===== src/rtl/prng_crc_pkg.sv =====
package prng_crc_pkg;

  typedef enum logic [1:0] {
    MODE_RUN  = 2'b00,
    MODE_ONCE = 2'b01,
    MODE_RSVD = 2'b10,
    MODE_HALT = 2'b11
  } mode_e;

  localparam logic [1:0] ADDR_LO  = 2'd0;
  localparam logic [1:0] ADDR_HI  = 2'd1;
  localparam logic [1:0] ADDR_CTL = 2'd2;

endpackage


===== src/rtl/prng_rst_sync.sv =====
module prng_rst_sync (
  input  logic clk,
  input  logic rst_n,
  output logic rst_sync_n
);
  logic [1:0] sync_q;

  always_ff @(posedge clk or negedge rst_n) begin
    if (!rst_n) sync_q <= 2'b00;
    else        sync_q <= {sync_q[0], 1'b1};
  end

  assign rst_sync_n = sync_q[1];
endmodule


===== src/rtl/prng_unroll.sv =====
module prng_unroll #(
  parameter int          W     = 16,
  parameter logic [15:0] POLY  = 16'h8005,
  parameter int          STEPS = 13
) (
  input  logic [W-1:0] state_i,
  output logic [W-1:0] state_o
);
  logic [W-1:0] chain [0:STEPS];

  assign chain[0] = state_i;

  for (genvar g = 0; g < STEPS; g++) begin : g_step
    assign chain[g+1] = {chain[g][W-2:0], 1'b0} ^
                        (chain[g][W-1] ? POLY[W-1:0] : '0);
  end

  assign state_o = chain[STEPS];
endmodule


===== src/rtl/prng_crc_shifter.sv =====
module prng_crc_shifter #(
  parameter int          W    = 16,
  parameter logic [15:0] POLY = 16'h8005,
  parameter int          BW   = 8
) (
  input  logic          clk,
  input  logic          rst_n,
  input  logic          start_i,
  input  logic [BW-1:0] byte_i,
  input  logic [W-1:0]  state_i,
  output logic [W-1:0]  state_o,
  output logic          busy_o
);
  localparam int CW = $clog2(BW + 1);

  logic [CW-1:0] cnt_q, cnt_d;
  logic [BW-1:0] sh_q, sh_d;
  logic          en;
  logic          fb;

  assign busy_o = (cnt_q != '0);
  assign fb     = state_i[W-1] ^ sh_q[BW-1];
  assign state_o = {state_i[W-2:0], 1'b0} ^ (fb ? POLY[W-1:0] : '0);

  always_comb begin
    cnt_d = cnt_q;
    sh_d  = sh_q;
    en    = 1'b0;
    if (busy_o) begin
      en    = 1'b1;
      cnt_d = cnt_q - 1'b1;
      sh_d  = {sh_q[BW-2:0], 1'b0};
    end else if (start_i) begin
      en    = 1'b1;
      cnt_d = CW'(BW);
      sh_d  = byte_i;
    end
  end

  always_ff @(posedge clk or negedge rst_n) begin
    if (!rst_n) begin
      cnt_q <= '0;
      sh_q  <= '0;
    end else if (en) begin
      cnt_q <= cnt_d;
      sh_q  <= sh_d;
    end
  end
endmodule


===== src/rtl/prng_mode_ctl.sv =====
module prng_mode_ctl
  import prng_crc_pkg::*;
(
  input  logic       clk,
  input  logic       rst_n,
  input  logic       ctl_wr_i,
  input  logic [1:0] code_i,
  input  logic       once_fire_i,
  output mode_e      mode_o
);
  mode_e mode_q, mode_d;
  logic  en;

  always_comb begin
    mode_d = mode_q;
    en     = 1'b0;
    if (ctl_wr_i && (code_i != MODE_RSVD)) begin
      en     = 1'b1;
      mode_d = mode_e'(code_i);
    end else if (once_fire_i) begin
      en     = 1'b1;
      mode_d = MODE_RUN;
    end
  end

  always_ff @(posedge clk or negedge rst_n) begin
    if (!rst_n)  mode_q <= MODE_RUN;
    else if (en) mode_q <= mode_d;
  end

  assign mode_o = mode_q;
endmodule


===== src/rtl/prng_crc16.sv =====
module prng_crc16
  import prng_crc_pkg::*;
#(
  parameter int          W     = 16,
  parameter int          BW    = 8,
  parameter logic [15:0] POLY  = 16'h8005,
  parameter int          STEPS = 13
) (
  input  logic          clk,
  input  logic          rst_n,
  input  logic          wr_en,
  input  logic [1:0]    wr_addr,
  input  logic [BW-1:0] wdata,
  input  logic          rd_en,
  input  logic [1:0]    rd_addr,
  output logic [BW-1:0] rdata,
  output logic          busy
);
  logic          rst_sync_n;
  logic [W-1:0]  lfsr_q, lfsr_d;
  logic          lfsr_en;
  logic [W-1:0]  unrolled;
  logic [W-1:0]  crc_next;
  logic          acc_lo, acc_hi, acc_data;
  logic          run_step, once_step;
  logic          ctl_wr;
  mode_e         mode_q;

  prng_rst_sync u_rst (
    .clk        (clk),
    .rst_n      (rst_n),
    .rst_sync_n (rst_sync_n)
  );

  assign acc_lo   = wr_en && (wr_addr == ADDR_LO) && !busy;
  assign acc_hi   = wr_en && (wr_addr == ADDR_HI) && !busy;
  assign acc_data = acc_lo || acc_hi;
  assign ctl_wr   = wr_en && (wr_addr == ADDR_CTL);
  assign run_step = rd_en && (rd_addr == ADDR_HI) && !busy && !acc_data &&
                    (mode_q == MODE_RUN);
  assign once_step = (mode_q == MODE_ONCE) && !busy && !acc_data;

  prng_unroll #(.W(W), .POLY(POLY), .STEPS(STEPS)) u_unroll (
    .state_i (lfsr_q),
    .state_o (unrolled)
  );

  prng_crc_shifter #(.W(W), .POLY(POLY), .BW(BW)) u_crc (
    .clk     (clk),
    .rst_n   (rst_sync_n),
    .start_i (acc_hi),
    .byte_i  (wdata),
    .state_i (lfsr_q),
    .state_o (crc_next),
    .busy_o  (busy)
  );

  prng_mode_ctl u_mode (
    .clk         (clk),
    .rst_n       (rst_sync_n),
    .ctl_wr_i    (ctl_wr),
    .code_i      (wdata[1:0]),
    .once_fire_i (once_step),
    .mode_o      (mode_q)
  );

  always_comb begin
    lfsr_d  = lfsr_q;
    lfsr_en = 1'b0;
    if (busy) begin
      lfsr_en = 1'b1;
      lfsr_d  = crc_next;
    end else if (acc_lo) begin
      lfsr_en = 1'b1;
      lfsr_d  = {lfsr_q[W-BW-1:0], wdata};
    end else if (run_step || once_step) begin
      lfsr_en = 1'b1;
      lfsr_d  = unrolled;
    end
  end

  always_ff @(posedge clk or negedge rst_sync_n) begin
    if (!rst_sync_n)  lfsr_q <= '0;
    else if (lfsr_en) lfsr_q <= lfsr_d;
  end

  always_comb begin
    rdata = '0;
    case (rd_addr)
      ADDR_LO:  if (!busy) rdata = lfsr_q[BW-1:0];
      ADDR_HI:  if (!busy) rdata = lfsr_q[W-1:W-BW];
      ADDR_CTL: rdata = {{(BW-2){1'b0}}, mode_q};
      default:  rdata = '0;
    endcase
  end
endmodule


===== config.mk =====
export PLATFORM = sky130hd
export DESIGN_NAME = prng_crc16
export DESIGN_NICKNAME = d
export VERILOG_FILES = /design/src/rtl/prng_crc_pkg.sv /design/src/rtl/prng_rst_sync.sv /design/src/rtl/prng_unroll.sv /design/src/rtl/prng_crc_shifter.sv /design/src/rtl/prng_mode_ctl.sv /design/src/rtl/prng_crc16.sv
export SDC_FILE = /design/constraint.sdc
export NUM_CORES = 1
export LEC_CHECK = 0
export BUFFER_PORTS_ARGS = -buffer_cell sky130_fd_sc_hd__buf_2
export CAP_MARGIN = 5
export CORE_UTILIZATION = 58
export CTS_CLUSTER_SIZE = 25
export DETAILED_ROUTE_END_ITERATION = 8
export GPL_TIMING_DRIVEN = 1
export PLACE_DENSITY = 0.78
export SLEW_MARGIN = 20
export SYNTH_ARGS = -nofsm -noshare
export SYNTH_HDL_FRONTEND = slang
export SYNTH_SLANG_ARGS = --single-unit
export TNS_END_PERCENT = 1

===== constraint.sdc =====
create_clock -name clk -period 4.65 [get_ports clk]
set_input_delay 0.465 -clock clk [delete_from_list [all_inputs] [get_ports clk]]
set_output_delay 0.465 -clock clk [all_outputs]
set_load 0.02 [all_outputs]

Word level (Yosys, flattened, before mapping)
Cells that the tools add are included.
- reductions and logical operators: 26
- multiplexer cells: 33
- equal/unequal tests: 6
- $add $sub $neg: 1
- bitwise gates (word level): 15
- operators with widths (cell ; count):
    $mux W16 ; 17
    $xor A16 B16 Y16 ; 14
    $mux W8 ; 4
    $pmux W8 S3 ; 1
    $logic_and A1 B1 Y1 ; 12
    $mux W4 ; 2
    $mux W1 ; 7
    $eq A2 B1 Y1 const B ; 3
    $logic_not A2 Y1 ; 3
    $reduce_and A2 Y1 ; 3
    $eq A2 B2 Y1 const B ; 2
    $mux W2 ; 2
    $reduce_bool A2 Y1 ; 2
    $reduce_bool A4 Y1 ; 1
    $sub A4 B1 Y4 const B ; 1
    $reduce_bool A3 Y1 ; 1
    $logic_not A1 Y1 ; 2
    $logic_or A1 B1 Y1 ; 2
    $ne A2 B2 Y1 const B ; 1
    $xor A1 B1 Y1 ; 1
- output and inout port bits: 9
- logic and storage cells: 86
- register bits: 32
- input port bits: 16

Logic depth before layout (Yosys ltp)
Gate-level depths: netlist of the first run.
- depth after elaboration: 29
- mapped depth: 7
- mapped depth without buffers: 6

By module
Synthesis of the first run repeated with hierarchy kept, for this count alone.
- cell total of the unflattened synthesis: 220
- area total of the unflattened synthesis: 2357.3 um2
- by module, submodules not included (module ; area each (um2) ; cells an instance ; times used):
    prng_crc16 ; 1192.4 ; 124 ; 1
    prng_crc_shifter ; 696.9 ; 59 ; 1
    prng_unroll ; 331.6 ; 26 ; 1
    prng_mode_ctl ; 82.6 ; 8 ; 1
    prng_rst_sync ; 53.8 ; 3 ; 1

Least setup slack after synthesis of the first run
No wires, ideal clock.
- kind: reg-to-output
- start point: reg u_crc.cnt_q[0]
- end point: out rdata[1]
- required time: 4185 ps
- data arrival time: 1680 ps
- cell stages (with the launch flop): 5
- buffers on the path: 1
- path slack: 2505 ps
- path through: dfrtp_1 > or3_1 > or3_1 > clkbuf_1 > o22ai_1
- cells in the longest elaborated chain, start to end: 3
- ends and longest elaborated chain (element ; RTL line ; RTL):
    from (decl) ; prng_crc_shifter.sv:16 ; logic [CW-1:0] cnt_q, cnt_d;
    from (signal assigned) ; prng_crc_shifter.sv:45 ; cnt_q <= cnt_d;
    $reduce_bool A4 Y1 * ; prng_crc_shifter.sv:21 ; assign busy_o = (cnt_q != '0);
    $mux W8, on equally long branches ; prng_crc16.sv:91, prng_crc16.sv:90 ;
    $pmux W8 S3 * ; prng_crc16.sv:89 ; case (rd_addr)
    to (decl) ; prng_crc16.sv:16 ; output logic [BW-1:0] rdata,
Every way passes the cells marked *; elsewhere a longest branch is shown, timed or not.

Final worst setup path of the first run
- start point: reg u_crc.cnt_q[0]
- end point: reg lfsr_q[13]
- cells in the longest elaborated chain, start to end: 12
- ends and longest elaborated chain (element ; RTL line ; RTL):
    $reduce_bool A4 Y1 * ; prng_crc_shifter.sv:21 ;
    $logic_not A1 Y1 ; - ;
    $logic_and A1 B1 Y1, on equally long branches ; prng_crc16.sv:35, prng_crc16.sv:36 ;
    $logic_or A1 B1 Y1 ; prng_crc16.sv:37 ; assign acc_data = acc_lo || acc_hi;
    $logic_not A1 Y1 ; prng_crc16.sv:39, prng_crc16.sv:41 ;
    $logic_and A1 B1 Y1 (2 in series) ; prng_crc16.sv:39 ; assign run_step = rd_en && (rd_addr == ADDR_HI) && !busy && !acc_data &&
    $logic_or A1 B1 Y1 ; prng_crc16.sv:76 ; end else if (run_step || once_step) begin
    $mux W1 ; prng_crc16.sv:76 ;
    $mux W1 ; prng_crc16.sv:73 ; end else if (acc_lo) begin
    $mux W1 ; prng_crc16.sv:70 ; if (busy) begin
    $reduce_and A2 Y1 (no line) ; - ;
    to (signal assigned) ; prng_crc16.sv:84 ; else if (lfsr_en) lfsr_q <= lfsr_d;
    to (decl) ; prng_crc16.sv:20 ; logic [W-1:0] lfsr_q, lfsr_d;
Marked as above.
A chain may end at the register's enable or synchronous reset.

==> impl_metrics.tcl, run 1 <==
set metrics [dict create \
    grt_max_degree 33 \
    max_stage_delay_ns 0.87 \
    num_rows 20 \
    gr-usage-all-layers_pct 25.7 \
    setup.worst_path.start_class "flip-flop" \
    clock_path_buffers 2 \
    crit_buf_inv 0 \
    r2r_cells 4 \
    rr_endpoint "lfsr_q[13]$_DFFE_PN0P_" \
    viasPerCell 5.56 \
    required_ns 4.87 \
    final_hold_viol_count 0 \
    hold_class "reg2async" \
    netlist_area_mm2 0.00200 \
    worst_pin_slew_ns 1.05 \
    rsz0062_at_grt "no" \
    period_share_pct 63.0 \
    crit_type "reg2reg" \
    drv_slew 0 \
    grt_pass1_vias 1425 \
    drtPass1Iterations 4 \
    crit_fanout 30 \
    avgSynthCellArea_um2 8.24 \
    gp_congestion 0.841 \
    drc 0 \
    cts_tree "done" \
    startpoint "u_crc.cnt_q[0]$_DFFE_PN0P_" \
    skew_ns 0.0145 \
    syn2layout_area_growth_pct 7.37 \
    dpl-instance-area_mm2 0.00209 \
    cts_buffers 5 \
    final_common_cell "nor2_1" \
    cpMaxStageDelayCell "nand3_1" \
    ys.flop_type "dfrtp_1" \
    timing.rr.start "u_crc.cnt_q[0]$_DFFE_PN0P_" \
    cp_cell_sequence "or3_1 > nor2_4 > nand3_1 > mux2_2" \
    arrival_ns 3.15 \
    routedWlPerCell_um 14.1 \
    utilization_pct 68.2 \
    multi_input_area_mm2 0.00110 \
    path_clk_slew_ns 0.11 \
    ys_top_cells_by_area "dfrtp_1 (40%), nor2_1 (8.1%), xnor2_1 (7.9%), a21oi_1 (7.0%), nand2_1 (5.4%)" \
    cts_root_buf "clkbuf_4" \
    overflow 0 \
    core_mm2 0.00315 \
    cp.depth 4 \
    dp.final_hpwl_um 2950 \
    yosys.area.top_type "dfrtp_1" \
    stdcell_area_mm2 0.00215 \
    setup_viol 0 \
    final.min_clock_period_ns 2.93 \
    drt_iter0_markers 112 \
    crit_family "simple AND/OR/NAND/NOR gates" \
    final_antenna_net_count 0 \
    ys.warnings.count 0 \
    die_w_um 60.8 \
    clock_latency_ns 0.34 \
    end_kind "flip-flop" \
    start_util_pct 63.5 \
    synth_nets 259 \
    ys_seq_elements 32 \
    io_pins 25 \
    synth_edf_count 0 \
    max_slew_margin_pct 29.8 \
    async_flop_share_pct 100 \
    fmax_mhz 341 \
    final_cell_mix "nor2_1 (43), dfrtp_1 (32), nand2_1 (29)" \
    nFillCells 270 \
    die_area_mm2 0.00369 \
    antenna_found_initial 0 \
    vias 1658 \
    clock_sinks 32 \
    htreeDepth 2 \
    rrSetupSlack_ns 1.72 \
    synthDominantCellAreaShare_pct 40.0 \
    outcome "finished, final reports clean" \
    area.sequential_um2 801 \
    fin_tns_setup_ns 0 \
    grt_pass1_wl_um 6780 \
    drive_above_1_share_pct 15.0 \
    port_buffers 24 \
    antenna_cells 0 \
    die-height_um 60.8 \
    drv_cap 0 \
    synthCells 243 \
    totalWireLength_um 4220 \
    yosysUniqueCellTypes 33 \
    nNetsFinal 270 \
    seq_area_frac_synth_pct 40.0 \
    post_cts_resized 0 \
]
[per-stage QoR]
step / hold slack, ns / std cells / setup slack, ns
finish: 0.201 / 298 / 1.72
global route: 0.266 / 298 / 1.55
CTS: 0.228 / 298 / 1.76
detailed placement: 0.231 / 290 / 1.59
global placement: 0.230 / 290 / 1.66
floorplan: 0.169 / 243 / 2.50
[cells in the mapped netlist (2+ instances only)]
cell type	n
a211oi_1	11
a21oi_1	28
a31oi_1	9
buf_1	2
buf_2	6
clkbuf_1	13
dfrtp_1	32
inv_1	3
mux2_2	2
mux2i_1	7
nand2_1	29
nand3_1	4
nor2_1	43
nor2b_1	2
nor3_1	2
o211ai_1	2
o21ai_0	6
o22a_1	2
o22ai_1	3
or3_1	2
xnor2_1	18
xnor2_2	3
xor2_1	4
[worst register-to-register path, stage by stage, from the launching register on]
cell and delay [ns]:
dfrtp_1 0.43, or3_1 0.47, nor2_4 0.46, nand3_1 0.88, mux2_2 0.59
[layer usage]
metal  vias to the layer above  share of wire, %  GRT usage [%]  wire length (um)
li1                        849                 -              -                 -
met1                       764                48           37.8              2020
met2                        39                45           38.5              1890
met3                         6               6.2           6.18               261
met4                         0               1.0           6.17                43
met5                         -                 0              0                 0
[final cells by class]
| type | instances | share of cell area (%) |
|---|---|---|
| clock buffer | 6 | 1.92 |
| clock inverter | 1 | 0.233 |
| inverter | 4 | 0.698 |
| multi-input combinational | 185 | 51.0 |
| sequential | 32 | 37.2 |
| tap | 44 | 2.56 |
| timing repair buffer | 26 | 6.40 |
[worst max path at each step]
stage	end	slack, ns
after floorplan	rdata[1]	2.50
after global placement	lfsr_q[13]$_DFFE_PN0P_	1.66
after detailed placement	lfsr_q[13]$_DFFE_PN0P_	1.59
after CTS	lfsr_q[13]$_DFFE_PN0P_	1.76
after global routing	lfsr_q[13]$_DFFE_PN0P_	1.55
final	lfsr_q[13]$_DFFE_PN0P_	1.72
[sequential cells by signal (all words and copies together) (netlist names)]
register       count
lfsr_q            16
u_mode.mode_o      2
u_crc.cnt_q        4
u_crc.sh_q         8
u_rst.sync_q       2
[timing repair]
| item | in CTS | in global routing |
|---|---|---|
| hold endpoints to repair | 2 | 0 |
| hold buffers | 1 | 0 |
| buffers inserted | 0 | 0 |
[cell families after synthesis]
logic type | after synthesis | synth area share [%]
simple gates | 86 | 17.9
mux | 9 | 4.62
other cells | 1 | 0.187
compound gates | 63 | 18.8
xor+xnor | 26 | 13.2
flops | 32 | 40.0
buf+inv | 26 | 5.31
Power of run 1 is left out: the tool's default activity adds up to more than one toggle a clock period on the data nets, which glitch-free logic cannot reach.
==> run 2, diff against run 1 <==
--- a/config.mk
+++ b/config.mk
@@ -7,11 +7,11 @@
 export LEC_CHECK = 0
 export BUFFER_PORTS_ARGS = -buffer_cell sky130_fd_sc_hd__buf_2
 export CAP_MARGIN = 5
-export CORE_UTILIZATION = 58
+export CORE_UTILIZATION = 52
 export CTS_CLUSTER_SIZE = 25
 export DETAILED_ROUTE_END_ITERATION = 8
 export GPL_TIMING_DRIVEN = 1
-export PLACE_DENSITY = 0.78
+export PLACE_DENSITY = 0.74
 export SLEW_MARGIN = 20
 export SYNTH_ARGS = -nofsm -noshare
 export SYNTH_HDL_FRONTEND = slang
==> constraint.sdc (replaced) <==
create_clock -name clk -period 2.65 [get_ports clk]
set_input_delay 0.265 -clock clk [delete_from_list [all_inputs] [get_ports clk]]
set_output_delay 0.265 -clock clk [all_outputs]
set_load 0.02 [all_outputs]
==> run 2 against run 1 <==
Via count is 1.6% higher. Clock skew fell by 0.0086 ns. Critical endpoint is now rdata[1]. Worst hold slack improved by 0.044 ns. Core utilization down 7.5 points. First-iteration DRC count fell by 26%. Critical path depth stayed put. Worst setup slack got worse by 1.4 ns. Final area is 4.1% higher. Sequential cell count is the same. Non-clock buffer count is 3 higher. Wire length increased by 1.2%.
==> impl_metrics.tcl, run 2 (synthesis results as in run 1) <==
set metrics [dict create \
    grt_pass1_vias 1511 \
    required_ns 2.38 \
    viasPerCell 5.51 \
    stdcell_area_mm2 0.00224 \
    die_area_mm2 0.00410 \
    antenna_cells 0 \
    grt_pass1_wl_um 7160 \
    skew_ns 0.00594 \
    gr-usage-all-layers_pct 23.4 \
    end_kind "output port" \
    routedWlPerCell_um 13.9 \
    port_buffers 24 \
    htreeDepth 2 \
    drv_slew 0 \
    die_w_um 64.1 \
    holdWs_ns 0.245 \
    crit_type "reg2out" \
    totalWireLength_um 4260 \
    gp_congestion 0.811 \
    dp.final_hpwl_um 2930 \
    rsz0062_at_grt "no" \
    arrival_ns 2.03 \
    antenna_found_initial 0 \
    drtPass1Iterations 4 \
    setup.worst_path.start_class "flip-flop" \
    path_clk_slew_ns 0.07 \
    grt_max_degree 31 \
    clock_latency_ns 0.29 \
    die-height_um 64.1 \
    hold_depth 3 \
    cts_buffers 5 \
    final_cell_mix "nor2_1 (43), dfrtp_1 (32), nand2_1 (29)" \
    final_hold_viol_count 0 \
    hold_class "in2reg" \
    clock_path_buffers 2 \
    drt_iter0_markers 83 \
    fmax_mhz 436 \
    final_antenna_net_count 0 \
    clock_sinks 32 \
    start_util_pct 54.3 \
    setup_viol 0 \
    nNetsFinal 273 \
    drv_cap 0 \
    num_rows 22 \
    largest_reg_flops 16 \
    dp_cells 297 \
    final_common_cell "nor2_1" \
    final.min_clock_period_ns 2.29 \
    fin_tns_setup_ns 0 \
    cts_root_buf "clkbuf_8" \
    period_share_pct 86.6 \
    crit_fanout 8 \
    core_mm2 0.00369 \
    drive_above_1_share_pct 16.3 \
    vias 1685 \
    cts_tree "done" \
    post_cts_resized 0 \
    drc 0 \
    dpl-instance-area_mm2 0.00212 \
    outcome "finished, final reports clean" \
    r2r_cells 6 \
    overflow 0 \
    final_cells 306 \
    syn2layout_area_growth_pct 11.8 \
    io_pins 25 \
    top_register "lfsr_q" \
    biggestRegsByFlops "lfsr_q (16), u_crc.sh_q (8), u_crc.cnt_q (4)" \
]
## run 2: cell types whose count changed in the layout (fill, tap and decap cells not counted), sizes merged
cell    change
buf         +3
bufinv      +1
## run 2: area by class of cell
cell class,instances,area [um2]
tap,48,60.1
clock inverter,2,35.0
timing repair buffer,29,160
sequential,32,801
inverter,4,15.0
multi-input combinational,185,1100
clock buffer,6,72.6
fill,339,1450
## run 2: final timing paths
path	from	endpoint	slack, ns
max	u_crc.cnt_q[0]$_DFFE_PN0P_	rdata[1]	0.36
min	wdata[6]	u_crc.sh_q[6]$_DFFE_PN0P_	0.25
max reg2reg	lfsr_q[9]$_DFFE_PN0P_	lfsr_q[15]$_DFFE_PN0P_	0.73
min reg2reg	u_rst.sync_q[1]$_DFF_PN0_	u_crc.sh_q[4]$_DFFE_PN0P_	0.26
max in group asynchronous	u_rst.sync_q[1]$_DFF_PN0_	lfsr_q[14]$_DFFE_PN0P_	2.11
min in group asynchronous	u_rst.sync_q[1]$_DFF_PN0_	u_crc.sh_q[4]$_DFFE_PN0P_	0.26
## run 2: metal layers
| layer | vias to the layer above | wire [um] | track usage, % |
|---|---|---|---|
| li1 | 854 | - | - |
| met1 | 790 | 2130 | 32.6 |
| met5 | - | 0 | 0 |
| met3 | 5 | 188 | 4.64 |
| met2 | 36 | 1890 | 34.8 |
| met4 | 0 | 49 | 10.8 |
## run 2: repair_timing
action | 4_1_cts | 5_1_grt
setup endpoints to repair | 0 | 0
hold buffers | 1 | 0
buffers inserted | 0 | 0
hold endpoints to repair | 2 | 0
## run 2: critical path, stage by stage (launching register included)
cell and delay [ns]:
dfrtp_1 0.41, or3_1 0.46, or3_1 0.52, o22ai_1 0.17, buf_2 0.18
## run 2: stage by stage
| stage | utilization [%] | setup WS (ns) |
|---|---|---|
| floorplan | - | 0.705 |
| global placement | 57.5 | 0.682 |
| detailed placement | 57.5 | 0.674 |
| CTS | 60.7 | 0.347 |
| global route | 60.7 | 0.248 |
| finish | 60.7 | 0.355 |
Power of run 2 is left out for the same reason.
==> run 3, diff against run 2 <==
--- a/config.mk
+++ b/config.mk
@@ -5,13 +5,15 @@
 export SDC_FILE = /design/constraint.sdc
 export NUM_CORES = 1
 export LEC_CHECK = 0
+export ABC_CLOCK_PERIOD_IN_PS = 2650
 export BUFFER_PORTS_ARGS = -buffer_cell sky130_fd_sc_hd__buf_2
 export CAP_MARGIN = 5
 export CORE_UTILIZATION = 52
 export CTS_CLUSTER_SIZE = 25
 export DETAILED_ROUTE_END_ITERATION = 8
 export GPL_TIMING_DRIVEN = 1
-export PLACE_DENSITY = 0.74
+export PLACE_DENSITY = 0.76
+export SETUP_SLACK_MARGIN = 0.4
 export SLEW_MARGIN = 20
 export SYNTH_ARGS = -nofsm -noshare
 export SYNTH_HDL_FRONTEND = slang
==> run 3 against run 2 <==
Via count down 0.89%. Wire length down 0.33%. Core utilization up 1.2 points. Count of clock-buffer cells in the layout unchanged. Worst hold slack worse by 0.069 ns. Critical endpoint unchanged. Critical path depth unchanged. First-iteration DRC count up 41%. Clock skew down 0.00066 ns. Worst setup slack better by 0.18 ns. Final cell count up 1.6%. Sequential cell count unchanged. Die area unchanged.
==> impl_metrics.tcl, run 3 (synthesis results as in run 1) <==
set metrics [dict create \
    cts_tree "done" \
    required_ns 2.38 \
    drtPass1Iterations 5 \
    num_rows 22 \
    cts_buffers 5 \
    nNetsFinal 278 \
    clock_sinks 32 \
    start_util_pct 54.3 \
    grt_pass1_vias 1548 \
    routedWlPerCell_um 13.7 \
    fmax_mhz 474 \
    drv_slew 0 \
    final_common_cell "nor2_1" \
    drt_iter0_markers 117 \
    fin_tns_setup_ns 0 \
    drv_cap 0 \
    die-height_um 64.1 \
    multi_input_area_mm2 0.00111 \
    setup.worst_path.start_class "flip-flop" \
    crit_family "simple AND/OR/NAND/NOR gates" \
    viasPerCell 5.37 \
    gp_congestion 0.851 \
    nFillCells 323 \
    die_area_mm2 0.00410 \
    cp_cell_sequence "or3_4 > or3_4 > o22ai_1 > buf_2" \
    skew_ns 0.00529 \
    cp.depth 4 \
    max_stage_delay_ns 0.43 \
    r2r_cells 7 \
    crit_type "reg2out" \
    cpMostUsedCell "or3_4" \
    final.min_clock_period_ns 2.11 \
    crit_buf_inv 1 \
    stdcell_area_mm2 0.00228 \
    overflow 0 \
    period_share_pct 79.6 \
    biggestRegsByFlops "lfsr_q (16), u_crc.sh_q (8), u_crc.cnt_q (4)" \
    rsz0062_at_grt "no" \
    io_pins 25 \
    gr-usage-all-layers_pct 23.7 \
    drc 0 \
    arrival_ns 1.85 \
    outcome "finished, final reports clean" \
    antenna_found_initial 0 \
    antenna_cells 0 \
    cpMaxStageDelayCell "or3_4" \
    drive_above_1_share_pct 19.0 \
    setup_viol 0 \
    vias 1670 \
    path_clk_slew_ns 0.07 \
    htreeDepth 2 \
    cts_root_buf "clkbuf_8" \
    die_w_um 64.1 \
    clock_latency_ns 0.28 \
    hold_class "reg2async" \
    final_hold_viol_count 0 \
    grt_pass1_wl_um 7300 \
    end_kind "output port" \
    dpl-instance-area_mm2 0.00214 \
    clock_path_buffers 2 \
    final_cell_mix "nor2_1 (43), dfrtp_1 (32), nand2_1 (29)" \
    port_buffers 24 \
    area.sequential_um2 801 \
    grt_max_degree 33 \
    totalWireLength_um 4250 \
    top_register "lfsr_q" \
    syn2layout_area_growth_pct 14.1 \
    final_antenna_net_count 0 \
    core_mm2 0.00369 \
    crit_fanout 8 \
    dp.final_hpwl_um 3070 \
    largest_reg_flops 16 \
]
==> run 3: changes by cell type in the layout (fill, tap and decap cells not counted), sizes merged <==
cell    previous run  this run
clkinv             1         2
buf               28        33
bufinv             1         0
==> run 3: layout make-up <==
class / instances / area share (%)
Multi-Input combinational cell: 185 / 48.4
Inverter: 4 / 0.657
Timing Repair Buffer: 34 / 9.20
Tap cell: 48 / 2.63
Sequential cell: 32 / 35.0
Clock inverter: 2 / 0.438
Clock buffer: 6 / 3.61
==> run 3: through the flow <==
step	instances	hold WS, ns	util, %	setup WS, ns
floorplan	243	-0.0306	-	0.705
global placement	299	0.0515	57.9	0.614
detailed placement	299	0.0510	57.9	0.567
CTS	308	0.196	60.9	0.433
global route	311	0.242	61.9	0.446
finish	311	0.176	61.9	0.540
==> run 3: repair_timing <==
item	CTS	global route
buffers inserted	0	3
setup endpoints to repair	2	3
pin swaps	0	1
hold endpoints to repair	2	0
hold buffers	1	0
gates resized for setup	1	1
==> run 3: worst paths after layout <==
| kind | from | end | slack (ns) |
|---|---|---|---|
| max | u_crc.cnt_q[0]$_DFFE_PN0P_ | rdata[1] | 0.54 |
| min | u_rst.sync_q[1]$_DFF_PN0_ | lfsr_q[13]$_DFFE_PN0P_ | 0.18 |
| max reg2reg | u_crc.cnt_q[0]$_DFFE_PN0P_ | lfsr_q[13]$_DFFE_PN0P_ | 0.62 |
| min reg2reg | u_rst.sync_q[1]$_DFF_PN0_ | lfsr_q[13]$_DFFE_PN0P_ | 0.18 |
| max in group asynchronous | u_rst.sync_q[1]$_DFF_PN0_ | u_crc.cnt_q[3]$_DFFE_PN0P_ | 1.84 |
| min in group clk | wdata[0] | u_crc.sh_q[0]$_DFFE_PN0P_ | 0.24 |
==> run 3: worst reg2reg max path, delay by kind of cell, from the launching register on <==
kind                   cells  cell delay [ns]
and+or+nand+nor            3             0.73
buffers and inverters      3             0.52
muxes                      1             0.28
DFF                        1             0.41
==> run 3: layer usage <==
metal,part of all wire (%),routed length (um),up-vias,GRT usage (%)
li1,-,-,859,-
met1,47,1990,758,31.9
met2,47,2000,48,37.4
met3,4.8,203,5,4.46
met4,1.3,57,0,9.38
met5,0,0,-,0
Power of run 3 is left out for the same reason.
